===== src/rtl/i2c_xact_pkg.sv =====
package i2c_xact_pkg;
  localparam int LEN_W = 11;
  localparam int FIELD_END = 25;

  typedef enum logic [1:0] {BUS_START = 2'd0, BUS_WR = 2'd1, BUS_RD = 2'd2, BUS_STOP = 2'd3} bus_op_e;
  typedef enum logic [1:0] {ST_NOP = 2'd0, ST_BUSY = 2'd1, ST_OK = 2'd2, ST_ABORT = 2'd3} xact_state_e;

  localparam logic [2:0] CAUSE_ADDR_NACK = 3'd0;
  localparam logic [2:0] CAUSE_DATA_NACK = 3'd1;
  localparam logic [2:0] CAUSE_ARB       = 3'd3;
  localparam logic [2:0] CAUSE_OVF       = 3'd6;
  localparam logic [2:0] CAUSE_BERR      = 3'd7;

  typedef struct packed {
    logic             rd;
    logic [6:0]       a7;
    logic [2:0]       ext;
    logic             sb;
    logic             ten;
    logic             stop;
    logic [LEN_W-1:0] len;
  } cmd_t;
endpackage


===== src/rtl/i2c_cmd_decode.sv =====
module i2c_cmd_decode
  import i2c_xact_pkg::*;
#(
  parameter int CMD_W = 32
) (
  input  logic [CMD_W-1:0] cmd_i,
  output cmd_t             fld_o,
  output logic [7:0]       adr_first_o,
  output logic [7:0]       adr_lo_o,
  output logic [7:0]       adr_rd_o
);
  assign fld_o.rd   = cmd_i[0];
  assign fld_o.a7   = cmd_i[7:1];
  assign fld_o.ext  = cmd_i[10:8];
  assign fld_o.sb   = cmd_i[11];
  assign fld_o.ten  = (cmd_i[13:12] == 2'd2);
  assign fld_o.stop = cmd_i[14];
  assign fld_o.len  = cmd_i[FIELD_END:FIELD_END-LEN_W+1];

  // 10-bit header always goes out as write first; read header follows restart
  assign adr_first_o = fld_o.ten ? {5'b11110, fld_o.ext[2:1], 1'b0} : {fld_o.a7, fld_o.rd};
  assign adr_lo_o    = {fld_o.ext[0], fld_o.a7};
  assign adr_rd_o    = {5'b11110, fld_o.ext[2:1], 1'b1};

  generate
    if (CMD_W > FIELD_END + 1) begin : g_hi
      logic unused_hi;
      assign unused_hi = ^cmd_i[CMD_W-1:FIELD_END+1];
    end
  endgenerate
endmodule


===== src/rtl/i2c_xact_seq.sv =====
module i2c_xact_seq
  import i2c_xact_pkg::*;
#(
  parameter int MAX_LEN = 2047
) (
  input  logic             clk_i,
  input  logic             rst_ni,
  input  logic             cmd_we_i,
  input  cmd_t             fld_i,
  input  logic [7:0]       adr_first_i,
  input  logic [7:0]       adr_lo_i,
  input  logic [7:0]       adr_rd_i,
  input  logic             bus_done_i,
  input  logic             bus_nack_i,
  input  logic             bus_arb_lost_i,
  input  logic             bus_err_i,
  input  logic [7:0]       bus_rdata_i,
  input  logic             tx_valid_i,
  input  logic [7:0]       tx_data_i,
  output logic             bus_req_o,
  output bus_op_e          bus_op_o,
  output logic [7:0]       bus_byte_o,
  output logic             bus_ack_o,
  output logic             tx_pop_o,
  output logic             rx_push_o,
  output logic [7:0]       rx_data_o,
  output logic             load_o,
  output logic             start_evt_o,
  output logic             ok_evt_o,
  output logic             abort_evt_o,
  output logic [2:0]       cause_o,
  output logic [LEN_W-1:0] cnt_o,
  output logic             done_o,
  output logic             done_nostop_o
);
  typedef enum logic [3:0] {
    S_IDLE, S_HOLD, S_START, S_SB, S_SB_RS, S_ADR, S_ADR_LO,
    S_ADR_RS, S_ADR_RD, S_TXD, S_RXD, S_STOP
  } seq_e;

  seq_e st_q, st_d, fin, after_adr;
  cmd_t cmd_q;
  logic [7:0] a_first_q, a_lo_q, a_rd_q;
  logic [LEN_W-1:0] cnt_q;
  logic dn_q, dns_q, dn_d, dns_d;
  logic active, accept, ovf, last_byte, xfer_ok, step;
  logic cnt_inc, ok_d, abort_d;
  logic [2:0] cause_d;

  assign active    = (st_q != S_IDLE) && (st_q != S_HOLD);
  assign accept    = cmd_we_i && !active;
  assign ovf       = int'(fld_i.len) > MAX_LEN;
  assign last_byte = (cnt_q + LEN_W'(1)) == cmd_q.len;
  assign fin       = cmd_q.stop ? S_STOP : S_HOLD;
  assign after_adr = (cmd_q.len == '0) ? fin : (cmd_q.rd ? S_RXD : S_TXD);

  assign bus_req_o = active && !(st_q == S_TXD && !tx_valid_i);
  assign step      = bus_req_o && bus_done_i;
  assign xfer_ok   = step && !bus_err_i && !bus_arb_lost_i;
  assign tx_pop_o  = xfer_ok && (st_q == S_TXD);
  assign rx_push_o = xfer_ok && (st_q == S_RXD);
  assign rx_data_o = bus_rdata_i;
  assign bus_ack_o = (st_q == S_RXD) && !last_byte;

  always_comb begin
    unique case (st_q)
      S_START, S_SB_RS, S_ADR_RS: bus_op_o = BUS_START;
      S_STOP:                     bus_op_o = BUS_STOP;
      S_RXD:                      bus_op_o = BUS_RD;
      default:                    bus_op_o = BUS_WR;
    endcase
    unique case (st_q)
      S_SB:     bus_byte_o = 8'h01;
      S_ADR:    bus_byte_o = a_first_q;
      S_ADR_LO: bus_byte_o = a_lo_q;
      S_ADR_RD: bus_byte_o = a_rd_q;
      S_TXD:    bus_byte_o = tx_data_i;
      default:  bus_byte_o = 8'h00;
    endcase
  end

  always_comb begin
    st_d    = st_q;
    cnt_inc = 1'b0;
    ok_d    = 1'b0;
    dn_d    = 1'b0;
    dns_d   = 1'b0;
    abort_d = 1'b0;
    cause_d = CAUSE_ADDR_NACK;
    if (accept) begin
      if (ovf) begin
        abort_d = 1'b1;
        cause_d = CAUSE_OVF;
        st_d    = S_IDLE;
      end else begin
        st_d = S_START;
      end
    end else if (active && bus_err_i) begin
      abort_d = 1'b1;
      cause_d = CAUSE_BERR;
    end else if (active && bus_arb_lost_i) begin
      abort_d = 1'b1;
      cause_d = CAUSE_ARB;
    end else if (step) begin
      unique case (st_q)
        S_START:  st_d = cmd_q.sb ? S_SB : S_ADR;
        S_SB:     st_d = S_SB_RS;
        S_SB_RS:  st_d = S_ADR;
        S_ADR:    if (bus_nack_i) abort_d = 1'b1;
                  else st_d = cmd_q.ten ? S_ADR_LO : after_adr;
        S_ADR_LO: if (bus_nack_i) abort_d = 1'b1;
                  else st_d = cmd_q.rd ? S_ADR_RS : after_adr;
        S_ADR_RS: st_d = S_ADR_RD;
        S_ADR_RD: if (bus_nack_i) abort_d = 1'b1;
                  else st_d = after_adr;
        S_TXD: begin
          if (bus_nack_i) begin
            abort_d = 1'b1;
            cause_d = CAUSE_DATA_NACK;
          end else begin
            cnt_inc = 1'b1;
            if (last_byte) st_d = fin;
          end
        end
        S_RXD: begin
          cnt_inc = 1'b1;
          if (last_byte) st_d = fin;
        end
        S_STOP: begin
          st_d = S_IDLE;
          ok_d = 1'b1;
          dn_d = 1'b1;
        end
        default: st_d = S_IDLE;
      endcase
    end
    if (abort_d) st_d = S_IDLE;
    if (st_d == S_HOLD && st_q != S_HOLD) begin
      ok_d  = 1'b1;
      dns_d = 1'b1;
    end
  end

  always_ff @(posedge clk_i or negedge rst_ni) begin
    if (!rst_ni) begin
      st_q      <= S_IDLE;
      cmd_q     <= '0;
      a_first_q <= '0;
      a_lo_q    <= '0;
      a_rd_q    <= '0;
      cnt_q     <= '0;
      dn_q      <= 1'b0;
      dns_q     <= 1'b0;
    end else begin
      st_q  <= st_d;
      dn_q  <= dn_d;
      dns_q <= dns_d;
      if (accept) begin
        cmd_q     <= fld_i;
        a_first_q <= adr_first_i;
        a_lo_q    <= adr_lo_i;
        a_rd_q    <= adr_rd_i;
        cnt_q     <= '0;
      end else if (cnt_inc) begin
        cnt_q <= cnt_q + LEN_W'(1);
      end
    end
  end

  assign load_o        = accept;
  assign start_evt_o   = accept && !ovf;
  assign ok_evt_o      = ok_d;
  assign abort_evt_o   = abort_d;
  assign cause_o       = cause_d;
  assign cnt_o         = cnt_q;
  assign done_o        = dn_q;
  assign done_nostop_o = dns_q;


  done_excl_chk: assert property (@(posedge clk_i) disable iff (!rst_ni)
    !(done_o && done_nostop_o));

  rx_push_chk: assert property (@(posedge clk_i) disable iff (!rst_ni)
    rx_push_o |-> (bus_done_i && bus_op_o == BUS_RD));

  tx_pop_chk: assert property (@(posedge clk_i) disable iff (!rst_ni)
    tx_pop_o |-> tx_valid_i);

  cnt_bound_chk: assert property (@(posedge clk_i) disable iff (!rst_ni)
    cnt_q <= cmd_q.len);

  ovf_quiet_chk: assert property (@(posedge clk_i) disable iff (!rst_ni)
    (accept && ovf) |=> !bus_req_o);
endmodule


===== src/rtl/i2c_xact_status.sv =====
module i2c_xact_status
  import i2c_xact_pkg::*;
(
  input  logic             clk_i,
  input  logic             rst_ni,
  input  logic             load_i,
  input  logic             rd_i,
  input  logic             start_evt_i,
  input  logic             ok_evt_i,
  input  logic             abort_evt_i,
  input  logic [2:0]       cause_i,
  input  logic [LEN_W-1:0] cnt_i,
  output logic [31:0]      status_o
);
  xact_state_e state_q;
  logic [2:0]  cause_q;
  logic        rd_q;

  always_ff @(posedge clk_i or negedge rst_ni) begin
    if (!rst_ni) begin
      state_q <= ST_NOP;
      cause_q <= '0;
      rd_q    <= 1'b0;
    end else begin
      if (load_i) rd_q <= rd_i;
      if (abort_evt_i) begin
        state_q <= ST_ABORT;
        cause_q <= cause_i;
      end else if (start_evt_i) begin
        state_q <= ST_BUSY;
        cause_q <= '0;
      end else if (ok_evt_i) begin
        state_q <= ST_OK;
      end
    end
  end

  // receive type field is always zero: master only
  assign status_o = {{(32-LEN_W-9){1'b0}}, cnt_i, 2'b00, cause_q, state_q, 1'b0, rd_q};


  abort_state_chk: assert property (@(posedge clk_i) disable iff (!rst_ni)
    abort_evt_i |=> (state_q == ST_ABORT && cause_q == $past(cause_i)));

  ok_state_chk: assert property (@(posedge clk_i) disable iff (!rst_ni)
    (ok_evt_i && !abort_evt_i && !start_evt_i) |=> state_q == ST_OK);
endmodule


===== src/rtl/i2c_xact_ctrl.sv =====
module i2c_xact_ctrl
  import i2c_xact_pkg::*;
#(
  parameter int CMD_W   = 32,
  parameter int MAX_LEN = 2047
) (
  input  logic             clk_i,
  input  logic             rst_ni,
  input  logic             cmd_we_i,
  input  logic [CMD_W-1:0] cmd_i,
  output logic             bus_req_o,
  output logic [1:0]       bus_op_o,
  output logic [7:0]       bus_byte_o,
  output logic             bus_ack_o,
  input  logic             bus_done_i,
  input  logic             bus_nack_i,
  input  logic             bus_arb_lost_i,
  input  logic             bus_err_i,
  input  logic [7:0]       bus_rdata_i,
  input  logic             tx_valid_i,
  input  logic [7:0]       tx_data_i,
  output logic             tx_pop_o,
  output logic             rx_push_o,
  output logic [7:0]       rx_data_o,
  output logic [31:0]      status_o,
  output logic             done_o,
  output logic             done_nostop_o
);
  cmd_t             fld;
  logic [7:0]       adr_first, adr_lo, adr_rd;
  bus_op_e          bus_op;
  logic             load, start_evt, ok_evt, abort_evt;
  logic [2:0]       cause;
  logic [LEN_W-1:0] cnt;

  i2c_cmd_decode #(.CMD_W(CMD_W)) u_dec (
    .cmd_i       (cmd_i),
    .fld_o       (fld),
    .adr_first_o (adr_first),
    .adr_lo_o    (adr_lo),
    .adr_rd_o    (adr_rd)
  );

  i2c_xact_seq #(.MAX_LEN(MAX_LEN)) u_seq (
    .clk_i          (clk_i),
    .rst_ni         (rst_ni),
    .cmd_we_i       (cmd_we_i),
    .fld_i          (fld),
    .adr_first_i    (adr_first),
    .adr_lo_i       (adr_lo),
    .adr_rd_i       (adr_rd),
    .bus_done_i     (bus_done_i),
    .bus_nack_i     (bus_nack_i),
    .bus_arb_lost_i (bus_arb_lost_i),
    .bus_err_i      (bus_err_i),
    .bus_rdata_i    (bus_rdata_i),
    .tx_valid_i     (tx_valid_i),
    .tx_data_i      (tx_data_i),
    .bus_req_o      (bus_req_o),
    .bus_op_o       (bus_op),
    .bus_byte_o     (bus_byte_o),
    .bus_ack_o      (bus_ack_o),
    .tx_pop_o       (tx_pop_o),
    .rx_push_o      (rx_push_o),
    .rx_data_o      (rx_data_o),
    .load_o         (load),
    .start_evt_o    (start_evt),
    .ok_evt_o       (ok_evt),
    .abort_evt_o    (abort_evt),
    .cause_o        (cause),
    .cnt_o          (cnt),
    .done_o         (done_o),
    .done_nostop_o  (done_nostop_o)
  );

  i2c_xact_status u_stat (
    .clk_i       (clk_i),
    .rst_ni      (rst_ni),
    .load_i      (load),
    .rd_i        (fld.rd),
    .start_evt_i (start_evt),
    .ok_evt_i    (ok_evt),
    .abort_evt_i (abort_evt),
    .cause_i     (cause),
    .cnt_i       (cnt),
    .status_o    (status_o)
  );

  assign bus_op_o = bus_op;
endmodule


===== config.mk =====
export PLATFORM = sky130hd
export DESIGN_NAME = i2c_xact_ctrl
export DESIGN_NICKNAME = d
export VERILOG_FILES = /design/src/rtl/i2c_xact_pkg.sv /design/src/rtl/i2c_cmd_decode.sv /design/src/rtl/i2c_xact_seq.sv /design/src/rtl/i2c_xact_status.sv /design/src/rtl/i2c_xact_ctrl.sv
export SDC_FILE = /design/constraint.sdc
export NUM_CORES = 1
export LEC_CHECK = 0
export BUFFER_PORTS_ARGS = -buffer_cell sky130_fd_sc_hd__buf_2
export CORE_ASPECT_RATIO = 1.2
export CORE_MARGIN = 2
export CORE_UTILIZATION = 40
export DETAILED_ROUTE_END_ITERATION = 16
export HOLD_SLACK_MARGIN = 0.02
export PLACE_DENSITY = 0.7
export REMOVE_ABC_BUFFERS = 1
export SYNTH_ARGS = -nofsm -noshare
export SYNTH_HDL_FRONTEND = slang
export SYNTH_HIERARCHICAL = 1
export SYNTH_SLANG_ARGS = --single-unit

===== constraint.sdc =====
create_clock -name clk_i -period 3 [get_ports clk_i]
set_clock_uncertainty 0.1 [all_clocks]
set_input_delay 0.6 -clock clk_i [delete_from_list [all_inputs] [get_ports clk_i]]
set_output_delay 0.6 -clock clk_i [all_outputs]
set_load 0.02 [all_outputs]

After elaboration in Yosys (flattened, before gate mapping)
Cells that the tools add are included.
Widths: inputs -> output; s select.
{"block": "word_totals", "regBits": 57, "latchBits": 0, "ramBits": 0, "mem_bits_ro": 0, "word_cells": 107, "mem_count": 0}
{"block": "op_classes", "addsub": 1, "mul": 0, "n_div": 0, "n_lt_le_gt_ge": 0, "n_eq_ne": 14, "shifts": 0, "n_mux": 52, "n_bitwise": 0, "n_reduce_logical": 26}
{"op": "$mux 4", "count": 14}
{"op": "$pmux 8 s5", "count": 1}
{"op": "$pmux 4 s9", "count": 1}
{"op": "$mux 3", "count": 8}
{"op": "$mux 11", "count": 2}
{"op": "$mux 1", "count": 19}
{"op": "$eq 4x3->1 const B", "count": 4}
{"op": "$eq 4x4->1 const B", "count": 4}
{"op": "$logic_and 1x1->1", "count": 13}
{"op": "$add 11x1->11 const B", "count": 1}
{"op": "$eq 11x11->1", "count": 1}
{"op": "$logic_not 11->1", "count": 1}
{"op": "$eq 4x2->1 const B", "count": 2}
{"op": "$mux 2", "count": 4}
{"op": "$mux 8", "count": 1}
{"op": "$logic_not 1->1", "count": 6}
{"op": "$pmux 2 s3", "count": 1}
{"op": "$eq 4x1->1 const B", "count": 1}
{"op": "$ne 4x1->1 const B", "count": 1}
{"op": "$reduce_bool 2->1", "count": 2}
{"op": "$reduce_bool 4->1", "count": 1}
{"op": "$reduce_or 4->1", "count": 1}
{"op": "$reduce_bool 3->1", "count": 1}
{"op": "$reduce_or 3->1", "count": 1}
{"op": "other kinds (2)", "count": 2}

Depth between registers and ports, before layout
{"block": "depth", "word_depth": 16, "depth_mapped": 11, "mapped_depth_nobuf": 10}

By module
The synthesis kept the hierarchy.
{"mod": "i2c_xact_seq", "instances": 1, "cells_per_inst": 410, "area_per_inst_um2": 3498.4}
{"mod": "i2c_xact_status", "instances": 1, "cells_per_inst": 43, "area_per_inst_um2": 420.4}
{"mod": "i2c_cmd_decode", "instances": 1, "cells_per_inst": 53, "area_per_inst_um2": 404.1}

Least setup slack after synthesis
Ideal clock, no wire load.
{"block": "synth_path", "path_kind": "register -> register", "from": "register u_seq.cnt_q[0], in the netlist u_seq/cnt_o[0]", "to": "register u_stat.state_q[1]", "arrival_ps": 2798, "required_ps": 2822, "slack_ps": 24, "path_stages_with_launch": 11, "cell_sequence": "dfrtp_1 ha_1 nand4_4 or4_1 a22oi_1 o211a_1 a31oi_1 o31a_1 o41ai_2 nor2_1 o21bai_1"}
{"block": "synth_via", "elab_chain_len": 14}
{"item": "start, declared", "line_no": "i2c_xact_seq.sv:44", "rtl": "logic [LEN_W-1:0] cnt_q;"}
{"item": "start signal, assigned", "line_no": "i2c_xact_seq.sv:165", "rtl": "cnt_q <= cnt_q + LEN_W'(1);"}
{"item": "$add 11x1->11 (*)", "line_no": "i2c_xact_seq.sv:53", "rtl": "assign last_byte = (cnt_q + LEN_W'(1)) == cmd_q.len;"}
{"item": "$eq 11x11->1 (*)", "line_no": "i2c_xact_seq.sv:53"}
{"item": "$mux 4 (*)", "line_no": "i2c_xact_seq.sv:122, i2c_xact_seq.sv:127"}
{"item": "$mux 4", "line_no": "i2c_xact_seq.sv:117", "rtl": "if (bus_nack_i) begin"}
{"item": "$pmux 4 s9 (*)", "line_no": "i2c_xact_seq.sv:105", "rtl": "unique case (st_q)"}
{"item": "$mux 4 (*)", "line_no": "i2c_xact_seq.sv:104", "rtl": "end else if (step) begin"}
{"item": "$mux 4 (*)", "line_no": "i2c_xact_seq.sv:101", "rtl": "end else if (active && bus_arb_lost_i) begin"}
{"item": "$mux 4 (*)", "line_no": "i2c_xact_seq.sv:98", "rtl": "end else if (active && bus_err_i) begin"}
{"item": "$mux 4 (*)", "line_no": "i2c_xact_seq.sv:90", "rtl": "if (accept) begin"}
{"item": "$mux 4 (*)", "line_no": "i2c_xact_seq.sv:137", "rtl": "if (abort_d) st_d = S_IDLE;"}
{"item": "net u_seq.st_d[1]", "line_no": "i2c_xact_seq.sv:41", "rtl": "seq_e st_q, st_d, fin, after_adr;"}
{"item": "$eq 4x1->1 (*)", "line_no": "i2c_xact_seq.sv:138", "rtl": "if (st_d == S_HOLD && st_q != S_HOLD) begin"}
{"item": "$logic_and 1x1->1 (*)", "line_no": "i2c_xact_seq.sv:138"}
{"item": "$mux 1 (*)", "line_no": "i2c_xact_seq.sv:138"}
{"item": "net ok_evt", "line_no": "i2c_xact_ctrl.sv:32", "rtl": "logic load, start_evt, ok_evt, abort_evt;"}
{"item": "$reduce_bool 3->1 (no source line) (*)"}
{"item": "end signal, assigned", "line_no": "i2c_xact_status.sv:21", "rtl": "state_q <= ST_NOP;"}
{"item": "end signal, assigned", "line_no": "i2c_xact_status.sv:27", "rtl": "state_q <= ST_ABORT;"}
{"item": "end signal, assigned", "line_no": "i2c_xact_status.sv:30", "rtl": "state_q <= ST_BUSY;"}
{"item": "end, declared", "line_no": "i2c_xact_status.sv:15", "rtl": "xact_state_e state_q;"}
The timed path passes the listed nets; every way through them passes the cells marked *.
A chain may end at the register's enable or synchronous reset.

Worst setup path in the final report
{"block": "layout_path", "from": "register u_seq.cnt_q[1], in the netlist u_seq/cnt_o[1]", "to": "output bus_ack_o"}
{"block": "layout_via", "elab_chain_len": 4}
{"item": "$add 11x1->11", "line_no": "i2c_xact_seq.sv:53"}
{"item": "$eq 11x11->1", "line_no": "i2c_xact_seq.sv:53"}
{"item": "$logic_not 1->1", "line_no": "i2c_xact_seq.sv:63", "rtl": "assign bus_ack_o = (st_q == S_RXD) && !last_byte;"}
{"item": "$logic_and 1x1->1", "line_no": "i2c_xact_seq.sv:63"}
{"item": "end, declared", "line_no": "i2c_xact_ctrl.sv:14", "rtl": "output logic bus_ack_o,"}
Every way passes these cells.

==> impl_metrics.ini <==
[outcome]
status = finished with violations
violations = negative setup slack

[setup_path]
r2r_cells = 11
crit_family = simple AND/OR/NAND/NOR gates
critPathLaunchType = register
critPathSlowestCell = or4_4
endpoint = bus_ack_o
critPathCaptureType = output pin
critical_path_class = register to output pin
cp_max_fo = 6
crit_start = u_seq/cnt_o[1]
critPathBufInv = 2
rrSetupSlack_ps = 190
cp_slowest_stage_delay_ps = 570
r2r_start = u_seq/cnt_o[1]
worstReg2RegEnd = u_stat/state_q[1]
cp.depth = 8
worstPathArrival_ps = 2310
required_ps = 2300
cp_cell_sequence = ha_4, nand4_4, or4_4, a22oi_2, o211a_1, a31oi_4, buf_6, buf_6
crit_path_frequent_cell = buf_6

[power_and_ir_drop]
powerDensity_nw_per_um2 = 688
peakVddDrop_mv = 0.424
swShare_pct = 34.7
p_switching_uw = 1170
clkPwrFrac_pct = 31.3
power_uw = 3380
p_int_uw = 2210
p_leak_uw = 0.00244
combinationalPowerShare_pct = 31.2
seqPwrFrac_pct = 37.5

[place]
numPortBuffers = 74
gp_congestion = 0.954
place_ws_ps = -43.8
dp_hpwl_mm = 7.80

[timing]
slew_headroom_pct = 52.9
max_freq_mhz = 332
finalHoldViolCount = 0
finalSetupViolCount = 1
slew_viol_final = 0
rsz0062_at_grt = yes
worst_pin_slew_ps = 707
setup_ws_ps = -11.1
finalCritPeriodShare_pct = 100
period_needed_ps = 3010

[synthesis]
netlist_area_um2 = 4250
syn_avg_cell_area_um2 = 8.56
netlist_instances = 496
yosysWarnings = 6

[global_route]
grt_max_degree = 47
first_global_vias = 3610
overflow = 0
grt_pass1_wl_mm = 17.2
grt_usage_pct = 18.9
antenna_found_initial = 0

[run]
maxCapViolCount = 0

[die]
core.rowCount = 41
die_w_um = 98.1
initial_utilization_pct = 40.8
dieArea_um2 = 11500
core_um2 = 10400
die_h_um = 117
ios = 112

[final_layout]
diodes = 0
layout-drive-gt1-share_pct = 31.3
syn2layout_area_growth_pct = 15.8
fillers = 1017
layout.nets = 601

[clock_network]
path_clk_slew_ps = 50
cts_sinks = 62
clock_latency_ps = 330
ctsHoldBuffers = 0
cts_tree = yes
cts_buffers = 9
clockBufferDepth = 2
htreeDepth = 3
clockRootBuffer = clkbuf_16

[route]
viasPerCell = 5.30
num_vias = 3592
topRoutingLayerUsed = met4
drt-initial-drc-count = 185
wl_per_cell_um = 15.9
dr_wl_met2_mm = 5.47
totalWireLength_mm = 10.8
met3WireLength_um = 840
met1_length_mm = 4.26
drt_pass1_iterations = 5
drc_errors = 0
ant_nets = 0

[min_path]
holdCritPathClass = input pin to asynchronous set/reset pin
## placed cells by master, fill, tap and decap left out, types with 4 or more instances in the layout
cell	instances
nor3_1	8
o31ai_1	5
clkbuf_16	9
a222oi_1	8
buf_4	34
dfrtp_2	4
mux2i_1	6
and3_1	5
nor2_1	19
nor2b_1	6
a21oi_1	9
and2_1	4
nand2b_1	11
xnor2_1	9
o21ai_0	27
mux2_2	15
nor4_1	4
buf_2	73
dfrtp_1	58
nand2_1	112
xor2_1	6
inv_1	11
nand3_1	7
conb_1	21
## per-layer routing
| metal | global-route usage (%) | vias up |
|---|---|---|
| met1 | 22.2 | 1703 |
| met2 | 32.4 | 153 |
| met3 | 5.46 | 21 |
| li1 | - | 1715 |
| met5 | 0 | - |
| met4 | 8.15 | 0 |
## stage by stage
| step | area [µm²] | hold slack [ps] | cells | utilization (%) | TNS, ps |
|---|---|---|---|---|---|
| after floorplan | 3660 | 204 | 422 | - | -323 |
| after global placement | 4500 | 357 | 660 | 43.2 | 0 |
| after global routing | 4920 | 274 | 678 | 47.2 | -79.1 |
| final | 4920 | 212 | 678 | 47.2 | -11.1 |
| after detailed placement | 4500 | 363 | 660 | 43.2 | -77.2 |
| after CTS | 4830 | 239 | 677 | 46.4 | -40.0 |
## sequential cells by signal (all words and copies together), names as in the netlist
register and count:
u_seq/cmd_q 15, u_stat/cause_q 3, u_seq/done_nostop_o 1, u_seq/a_first_q 8, u_seq/a_rd_q 8, u_seq/cnt_o 11, u_stat/rd_q 1, u_seq/done_o 1
u_seq/st_q 4, u_stat/state_q 2, u_seq/a_lo_q 8
## power by group through the flow
stage / Clock [µW] / Combinational [µW] / Sequential (µW)
final: 1060 / 1050 / 1270
after global routing: 1130 / 1170 / 1300
after CTS: 1080 / 1030 / 1260
after detailed placement: 0 / 1020 / 1270
after global placement: 0 / 982 / 1260
after floorplan: 0 / 618 / 1270
## repair_timing
item | in CTS | in global routing
pin swaps | 1 | 8
gates resized for setup | 4 | 17
hold endpoints to repair | 0 | 0
buffers inserted | 1 | 1
endpoints found under the setup margin | 6 | 3
## worst min path at each step
stage / depth (start not counted) / endpoint / from
after global routing: 1 / u_seq/a_rd_q[3] / rst_ni
after detailed placement: 2 / u_seq/a_lo_q[6] / u_seq/a_lo_q[6]
final: 1 / u_seq/a_first_q[4] / rst_ni
after global placement: 2 / u_seq/a_rd_q[2] / u_seq/a_rd_q[2]
after floorplan: 0 / u_seq/a_first_q[0] / rst_ni
after CTS: 1 / u_seq/a_rd_q[4] / rst_ni
## layout make-up
class	count	area [µm²]	area share (%)
clock inverter	4	55.1	1.12
inverter	12	45.0	0.916
clock buffer	12	256	5.21
tap	129	161	3.28
sequential	62	1560	31.6
multi-input combinational	348	2160	43.9
timing repair buffer	111	683	13.9
Note: power is estimated with default switching activity, not from simulation.
